--- src/rtl/xbar_arb_pkg.sv ---
package xbar_arb_pkg;

    typedef enum logic {
        SEL_FIXED = 1'b0,
        SEL_ROUND = 1'b1
    } sel_mode_e;

    typedef enum logic [1:0] {
        NXT_HOLD  = 2'd0,
        NXT_GRANT = 2'd1,
        NXT_PARK  = 2'd2,
        NXT_SLEEP = 2'd3
    } nxt_kind_e;

    // index that lies 'step' places after 'base', wrapping at 'count'
    function automatic int wrap_add(input int base, input int step, input int count);
        return (base + step) % count;
    endfunction

endpackage

--- src/rtl/xbar_port_cfg.sv ---
module xbar_port_cfg #(
    parameter int N_MST  = 4,
    parameter int PRIO_W = 2,
    parameter int IDX_W  = $clog2(N_MST)
) (
    input  logic                      clk,
    input  logic                      rst,
    input  logic                      wr,
    input  logic [IDX_W-1:0]          park_in,
    input  logic                      lp_in,
    input  logic                      rr_in,
    input  logic [N_MST*PRIO_W-1:0]   prio_in,
    output logic [IDX_W-1:0]          park_q,
    output logic                      lp_q,
    output xbar_arb_pkg::sel_mode_e   mode_q,
    output logic [N_MST*PRIO_W-1:0]   prio_q
);
    import xbar_arb_pkg::*;

    always_ff @(posedge clk) begin
        if (rst) begin
            park_q <= '0;
            lp_q   <= 1'b0;
            mode_q <= SEL_FIXED;
            prio_q <= '0;
        end else if (wr) begin
            park_q <= park_in;
            lp_q   <= lp_in;
            mode_q <= rr_in ? SEL_ROUND : SEL_FIXED;
            prio_q <= prio_in;
        end
    end

endmodule

--- src/rtl/xbar_port_pick.sv ---
module xbar_port_pick #(
    parameter int N_MST  = 4,
    parameter int PRIO_W = 2,
    parameter int IDX_W  = $clog2(N_MST)
) (
    input  logic [N_MST-1:0]          req,
    input  xbar_arb_pkg::sel_mode_e   mode,
    input  logic [N_MST*PRIO_W-1:0]   prio,
    input  logic [IDX_W-1:0]          last,
    output logic                      any,
    output logic [IDX_W-1:0]          win
);
    import xbar_arb_pkg::*;

    logic [IDX_W-1:0]  fix_win;
    logic [PRIO_W-1:0] fix_lvl;
    logic              fix_hit;
    logic [IDX_W-1:0]  rot_win;
    logic              rot_hit;

    // fixed priority: strict greater-than keeps ties on the lower index
    always_comb begin
        fix_win = '0;
        fix_lvl = '0;
        fix_hit = 1'b0;
        for (int i = 0; i < N_MST; i++) begin
            if (req[i] && (!fix_hit || prio[i*PRIO_W +: PRIO_W] > fix_lvl)) begin
                fix_hit = 1'b1;
                fix_win = IDX_W'(i);
                fix_lvl = prio[i*PRIO_W +: PRIO_W];
            end
        end
    end

    // round robin: scan starts one past the last winner
    always_comb begin
        rot_win = '0;
        rot_hit = 1'b0;
        for (int k = 1; k <= N_MST; k++) begin
            if (!rot_hit && req[wrap_add(int'(last), k, N_MST)]) begin
                rot_hit = 1'b1;
                rot_win = IDX_W'(wrap_add(int'(last), k, N_MST));
            end
        end
    end

    assign any = |req;
    assign win = (mode == SEL_ROUND) ? rot_win : fix_win;

endmodule

--- src/rtl/xbar_port_arb.sv ---
module xbar_port_arb #(
    parameter int N_MST  = 4,
    parameter int PRIO_W = 2,
    parameter int IDX_W  = $clog2(N_MST)
) (
    input  logic                      clk,
    input  logic                      rst,
    input  logic [N_MST-1:0]          mst_req,
    input  logic [N_MST-1:0]          mst_idle,
    input  logic                      burst_end,
    input  logic                      slv_ready,
    input  logic                      cfg_wr,
    input  logic [IDX_W-1:0]          cfg_park_id,
    input  logic                      cfg_park_lp,
    input  logic                      cfg_rr,
    input  logic [N_MST*PRIO_W-1:0]   cfg_prio,
    output logic                      gnt_vld,
    output logic [IDX_W-1:0]          gnt_idx,
    output logic                      slv_active,
    output logic [N_MST-1:0]          mst_done
);
    import xbar_arb_pkg::*;

    logic [IDX_W-1:0]        park_q;
    logic                    lp_q;
    sel_mode_e               mode_q;
    logic [N_MST*PRIO_W-1:0] prio_q;
    logic [IDX_W-1:0]        last_q;
    logic                    any_req;
    logic [IDX_W-1:0]        pick_idx;
    logic                    arb_pt;
    nxt_kind_e               nxt;

    xbar_port_cfg #(.N_MST(N_MST), .PRIO_W(PRIO_W), .IDX_W(IDX_W)) u_cfg (
        .clk     (clk),
        .rst     (rst),
        .wr      (cfg_wr),
        .park_in (cfg_park_id),
        .lp_in   (cfg_park_lp),
        .rr_in   (cfg_rr),
        .prio_in (cfg_prio),
        .park_q  (park_q),
        .lp_q    (lp_q),
        .mode_q  (mode_q),
        .prio_q  (prio_q)
    );

    xbar_port_pick #(.N_MST(N_MST), .PRIO_W(PRIO_W), .IDX_W(IDX_W)) u_pick (
        .req  (mst_req),
        .mode (mode_q),
        .prio (prio_q),
        .last (last_q),
        .any  (any_req),
        .win  (pick_idx)
    );

    assign arb_pt     = !gnt_vld || !mst_req[gnt_idx] || burst_end;
    assign slv_active = gnt_vld && mst_req[gnt_idx];

    always_comb begin
        nxt = NXT_HOLD;
        if (arb_pt) begin
            if (any_req)   nxt = NXT_GRANT;
            else if (lp_q) nxt = NXT_SLEEP;
            else           nxt = NXT_PARK;
        end
    end

    always_ff @(posedge clk) begin
        if (rst) begin
            gnt_vld <= 1'b0;
            gnt_idx <= '0;
            last_q  <= IDX_W'(N_MST - 1);
        end else begin
            case (nxt)
                NXT_GRANT: begin
                    gnt_vld <= 1'b1;
                    gnt_idx <= pick_idx;
                    last_q  <= pick_idx;
                end
                NXT_PARK: begin
                    gnt_vld <= 1'b1;
                    gnt_idx <= park_q;
                end
                NXT_SLEEP: gnt_vld <= 1'b0;
                default:   ;
            endcase
        end
    end

    // IDLE transfers finish locally; real ones finish on the slave's ready
    generate
        for (genvar m = 0; m < N_MST; m++) begin : g_done
            assign mst_done[m] = (mst_idle[m] && !mst_req[m])
                               || (slv_active && gnt_idx == IDX_W'(m) && slv_ready);
        end
    endgenerate

endmodule

--- config.mk ---
export PLATFORM = sky130hd
export DESIGN_NAME = xbar_port_arb
export DESIGN_NICKNAME = d
export VERILOG_FILES = /design/src/rtl/xbar_arb_pkg.sv /design/src/rtl/xbar_port_cfg.sv /design/src/rtl/xbar_port_pick.sv /design/src/rtl/xbar_port_arb.sv
export SDC_FILE = /design/constraint.sdc
export NUM_CORES = 1
export LEC_CHECK = 0
export BUFFER_PORTS_ARGS = -buffer_cell sky130_fd_sc_hd__buf_4
export CAP_MARGIN = 20
export CORE_ASPECT_RATIO = 0.5
export CORE_MARGIN = 2
export CORE_UTILIZATION = 45
export DETAILED_ROUTE_END_ITERATION = 6
export GPL_ROUTABILITY_DRIVEN = 0
export HOLD_SLACK_MARGIN = 0.15
export PLACE_DENSITY = 0.68
export SYNTH_ARGS = -nofsm -noshare
export SYNTH_HDL_FRONTEND = slang
export SYNTH_HIERARCHICAL = 1
export SYNTH_SLANG_ARGS = --single-unit
--- constraint.sdc ---
create_clock -name clk -period 4.7 [get_ports clk]
set_input_delay 0.235 -clock clk [delete_from_list [all_inputs] [get_ports clk]]
set_output_delay 0.235 -clock clk [all_outputs]
set_load 0.01 [all_outputs]
==> flow_summary.html <==
<table>
<tr><th>Metric</th><th>Value</th></tr>
<tr><th colspan="2">Yosys</th></tr>
<tr><td>Compound-Gate Fraction of Synth Area</td><td>18.6%</td></tr>
<tr><td>Asr flop ratio synth</td><td>0%</td></tr>
<tr><td>Net count after synthesis</td><td>170</td></tr>
<tr><td>Post-synthesis register bit count</td><td>17</td></tr>
<tr><td>Count of flip-flops with a built-in enable after synthesis</td><td>0</td></tr>
<tr><td>Number of cells produced by synthesis</td><td>135</td></tr>
<tr><td>Synth Flop Type</td><td>sky130_fd_sc_hd__dfxtp_1</td></tr>
<tr><td>Mapped cell area</td><td>1200 um2</td></tr>
<tr><td>Post-Synth XOR/XNOR Area</td><td>0%</td></tr>
<tr><td>Share of cell area taken by muxes after synthesis</td><td>16.5%</td></tr>
<tr><td>Share of synthesized cell area in full adder, half adder and majority cells</td><td>10.4%</td></tr>
<tr><td>Post-synthesis average cell area</td><td>8.88 um2</td></tr>
<tr><td>Number of warning messages in the yosys log</td><td>6</td></tr>
<tr><td>Sequential area share after synthesis</td><td>28.4%</td></tr>
<tr><td>Simple-gate portion of the synthesized area</td><td>20.0%</td></tr>
<tr><td>Count of cell types in the netlist</td><td>38</td></tr>
<tr><td>Dominant combinational cell family by area after synthesis</td><td>simple AND/OR/NAND/NOR gates</td></tr>
<tr><th colspan="2">Clocking</th></tr>
<tr><td>Resized Gates After CTS</td><td>0</td></tr>
<tr><td>Number of clock buffers inserted by TritonCTS</td><td>3</td></tr>
<tr><td>Clock latency on the worst-skew pair</td><td>0.25 ns</td></tr>
<tr><td>Library cell used as clock root buffer</td><td>sky130_fd_sc_hd__clkbuf_8</td></tr>
<tr><td>Clock-pin slew of the registers on the worst-case setup and hold paths</td><td>0.06 ns</td></tr>
<tr><td>Post-CTS setup-driven buffer insertion count</td><td>0</td></tr>
<tr><td>Clock tree from TritonCTS</td><td>built</td></tr>
<tr><td>Post-CTS Hold Fix Bufs</td><td>0</td></tr>
<tr><td>H-tree depth</td><td>1</td></tr>
<tr><td>Clock tree sinks</td><td>17</td></tr>
<tr><td>Buffer levels on the longest clock path</td><td>2</td></tr>
<tr><th colspan="2">Finish</th></tr>
<tr><td>Area growth from synthesis to layout</td><td>24.7%</td></tr>
<tr><td>Multi-input combinational cell area</td><td>786 um2</td></tr>
<tr><td>Final Net Count</td><td>202</td></tr>
<tr><td>Count of fill cells added during filler insertion</td><td>252</td></tr>
<tr><td>Antenna Cells</td><td>0</td></tr>
<tr><td>Fraction of final layout cells sized beyond drive strength 1</td><td>24.7%</td></tr>
<tr><td>Non-Filler Instances</td><td>203</td></tr>
<tr><td>FF+latch area</td><td>340 um2</td></tr>
<tr><th colspan="2">Placement</th></tr>
<tr><td>Dpl cells</td><td>199</td></tr>
<tr><td>Port buffer count</td><td>32</td></tr>
<tr><td>Hpwl dp</td><td>1950 um</td></tr>
<tr><th colspan="2">Routing</th></tr>
<tr><td>Via-per-instance ratio</td><td>5.08</td></tr>
<tr><td># DRC</td><td>0</td></tr>
<tr><td>Via Count</td><td>1032</td></tr>
<tr><td>Post-Route WL</td><td>2520 um</td></tr>
<tr><td>Number of routed nets with antenna violations</td><td>0</td></tr>
<tr><td>Detail-routed net length per standard cell</td><td>12.4 um</td></tr>
<tr><td>Router iterations before antenna repair</td><td>4</td></tr>
<tr><td>Number of violations reported at the end of detailed-routing iteration 0</td><td>34</td></tr>
<tr><th colspan="2">Critical path</th></tr>
<tr><td>Class of the most critical setup path</td><td>reg -&gt; reg</td></tr>
<tr><td>Nature of the critical path startpoint</td><td>flop</td></tr>
<tr><td>Worst path arrival time</td><td>3.90 ns</td></tr>
<tr><td>Beginning of the critical path</td><td>u_cfg/prio_q[1]</td></tr>
<tr><td>Required time of the critical path</td><td>4.85 ns</td></tr>
<tr><td>Slack of the worst reg-to-reg path</td><td>0.94 ns</td></tr>
<tr><td>Startpoint of the most critical register-to-register path</td><td>u_cfg/prio_q[1]</td></tr>
<tr><td>Path depth of the worst reg2reg path</td><td>16</td></tr>
<tr><td>Highest fanout seen on the critical path</td><td>5</td></tr>
<tr><td>Reg-to-Reg End</td><td>last_q[1]</td></tr>
<tr><td>Setup crit end kind</td><td>flop</td></tr>
<tr><th colspan="2">Flow run</th></tr>
<tr><td>Number of max-capacitance violations reported</td><td>0</td></tr>
<tr><th colspan="2">Timing</th></tr>
<tr><td>Time the worst path needs with I/O delays and setup</td><td>3.76 ns</td></tr>
<tr><td>Total Neg Setup Slack</td><td>0 ns</td></tr>
<tr><td>Pin slew with the least headroom to its limit</td><td>0.320 ns</td></tr>
<tr><td>Unrepaired setup endpoints after global routing</td><td>false</td></tr>
<tr><td>Final Max Tran Viols</td><td>0</td></tr>
<tr><td>Fmax</td><td>266 MHz</td></tr>
<tr><td>Hold violation count in the final report</td><td>0</td></tr>
<tr><td>Share of the cycle needed by the critical path after routing</td><td>79.9%</td></tr>
<tr><td>Final clock skew</td><td>0.00253 ns</td></tr>
<tr><td>Final setup violation count</td><td>0</td></tr>
<tr><td>Worst slew margin relative to its limit</td><td>78.6%</td></tr>
<tr><th colspan="2">Floorplanning</th></tr>
<tr><td>Die ar.</td><td>3120 um2</td></tr>
<tr><td>Initial core utilization</td><td>46.6%</td></tr>
<tr><td>Die span in y</td><td>40.5 um</td></tr>
<tr><td>Number of core rows</td><td>13</td></tr>
<tr><td>Core region area</td><td>2570 um2</td></tr>
<tr><td>Num ports</td><td>33</td></tr>
<tr><td>Horizontal extent of the die</td><td>77.0 um</td></tr>
<tr><th colspan="2">Worst hold path</th></tr>
<tr><td>Worst min path class</td><td>in -&gt; reg</td></tr>
<tr><td>Source of the worst hold timing path</td><td>cfg_park_id[1]</td></tr>
<tr><td>Hold endpoint</td><td>u_cfg/park_q[1]</td></tr>
<tr><td>Hold Path Depth</td><td>3</td></tr>
<tr><th colspan="2">Power</th></tr>
<tr><td>Worst ir drop on vdd</td><td>172 uV</td></tr>
<tr><td>Leakage power</td><td>0.717 nW</td></tr>
<tr><td>Power per Cell Area</td><td>277 nW/um2</td></tr>
<tr><th colspan="2">Run status</th></tr>
<tr><td>Result of the run</td><td>complete, no violations</td></tr>
<tr><th colspan="2">GRT</th></tr>
<tr><td>Antenna violations before repair</td><td>0</td></tr>
<tr><td>Final global-route overflow total</td><td>0</td></tr>
<tr><td>Global-route total usage across every layer</td><td>17.5%</td></tr>
<tr><td>Maximum number of pins on one net before global-route repair</td><td>18</td></tr>
<tr><td>Number of global-route vias before repair</td><td>851</td></tr>
<tr><td>Wire length of the first global-routing pass</td><td>4110 um</td></tr>
</table>
stage by stage:
stage | hold slack, ns | total power [mW] | util [%] | area, um2 | worst slack (ns)
3_3_place_gp | 0.468 | 0.306 | 56.4 | 1450 | 0.976
2_1_floorplan | 0.304 | 0.264 | - | 1200 | 1.17
6_report | 0.214 | 0.414 | 58.2 | 1500 | 0.944
5_1_grt | 0.228 | 0.442 | 58.2 | 1500 | 0.744
3_5_place_dp | 0.475 | 0.308 | 56.4 | 1450 | 0.883
4_1_cts | 0.211 | 0.418 | 58.2 | 1500 | 0.952
registers in the layout, summed over array words and instances (netlist names):
signal,cells
u_cfg/mode_q,1
last_q,2
u_cfg/prio_q,8
gnt_idx,2
u_cfg/lp_q,1
u_cfg/park_q,2
gnt_vld,1
cells in the mapped netlist, types with 3 or more instances:
master	count	area, um2
sky130_fd_sc_hd__o22ai_1	4	25.0
sky130_fd_sc_hd__inv_1	9	33.8
sky130_fd_sc_hd__dfxtp_1	17	340
sky130_fd_sc_hd__ha_1	10	125
sky130_fd_sc_hd__a21o_1	3	22.5
sky130_fd_sc_hd__nand3_1	3	15.0
sky130_fd_sc_hd__nor2_1	17	63.8
sky130_fd_sc_hd__mux2i_1	16	160
sky130_fd_sc_hd__nor2b_1	8	50.1
sky130_fd_sc_hd__a21oi_1	4	20.0
sky130_fd_sc_hd__nand2_1	6	22.5
sky130_fd_sc_hd__o211ai_1	3	22.5
worst max-delay path: stages, from the launching register on:
cell                        delay [ns]
sky130_fd_sc_hd__dfxtp_1          0.36
sky130_fd_sc_hd__nand2_1          0.07
sky130_fd_sc_hd__ha_1             0.30
sky130_fd_sc_hd__nor2b_1          0.15
sky130_fd_sc_hd__o311a_1          0.32
sky130_fd_sc_hd__a32oi_1          0.22
sky130_fd_sc_hd__ha_1             0.28
sky130_fd_sc_hd__nor2b_1          0.16
sky130_fd_sc_hd__o311ai_4         0.30
sky130_fd_sc_hd__nor2_1           0.08
sky130_fd_sc_hd__a21o_1           0.17
sky130_fd_sc_hd__ha_1             0.28
sky130_fd_sc_hd__nor2b_1          0.13
sky130_fd_sc_hd__a2bb2oi_1        0.12
sky130_fd_sc_hd__o21a_1           0.17
sky130_fd_sc_hd__o31a_1           0.25
sky130_fd_sc_hd__a211o_1          0.29
worst max-delay path by stage:
stage	to	slack, ns	cells after the start
2_1_floorplan	last_q[1]	1.17	17
3_3_place_gp	last_q[1]	0.98	17
3_5_place_dp	last_q[1]	0.88	17
4_1_cts	last_q[1]	0.95	16
5_1_grt	last_q[1]	0.74	16
6_report	last_q[1]	0.94	16
routing by layer:
metal	part of all wire [%]	routed length (um)	track usage, %	up-vias
met3	5.9	149	4.73	5
met1	50	1270	22.1	460
li1	-	-	-	540
met4	1.0	26	6.70	0
met5	0	0	0	-
met2	43	1070	29.8	27
where the power goes:
group          switching (mW)  leakage [nW]  internal, mW  total (mW)
logic                  0.0587         0.553        0.0733       0.132
clock network          0.0485        0.0228        0.0602       0.109
registers              0.0162         0.141         0.157       0.174
logic make-up after synthesis:
group	after synthesis
adder cells (fa/ha/maj)	10
AND/OR/NAND/NOR	47
flip-flops	17
multiplexers	18
AO/OA/AOI/OAI	28
buffers and inverters	15
layout make-up:
class / count / share of cell area (%)
tap: 37 / 3.10
inverter: 10 / 2.51
clock buffer: 4 / 3.01
timing repair buffer: 32 / 16.1
multi-input combinational: 103 / 52.6
sequential: 17 / 22.8
placed cells by master (no fill, tap or decap), drive strengths merged, types with 2 or more instances in the layout:
cell type and count:
nand3 3, nor3 2, nor2b 8, inv 10, a211oi 2, a21o 3
nand2b 2, clkbuf 4, buf 32, mux2i 16, a21oi 4, nand2 6
a211o 2, o31a 2, o22ai 4, o211ai 3, nor2 17, and2 3
ha 10, and3b 2, dfxtp 17
No activity file was read; power rests on OpenSTA's default activity.
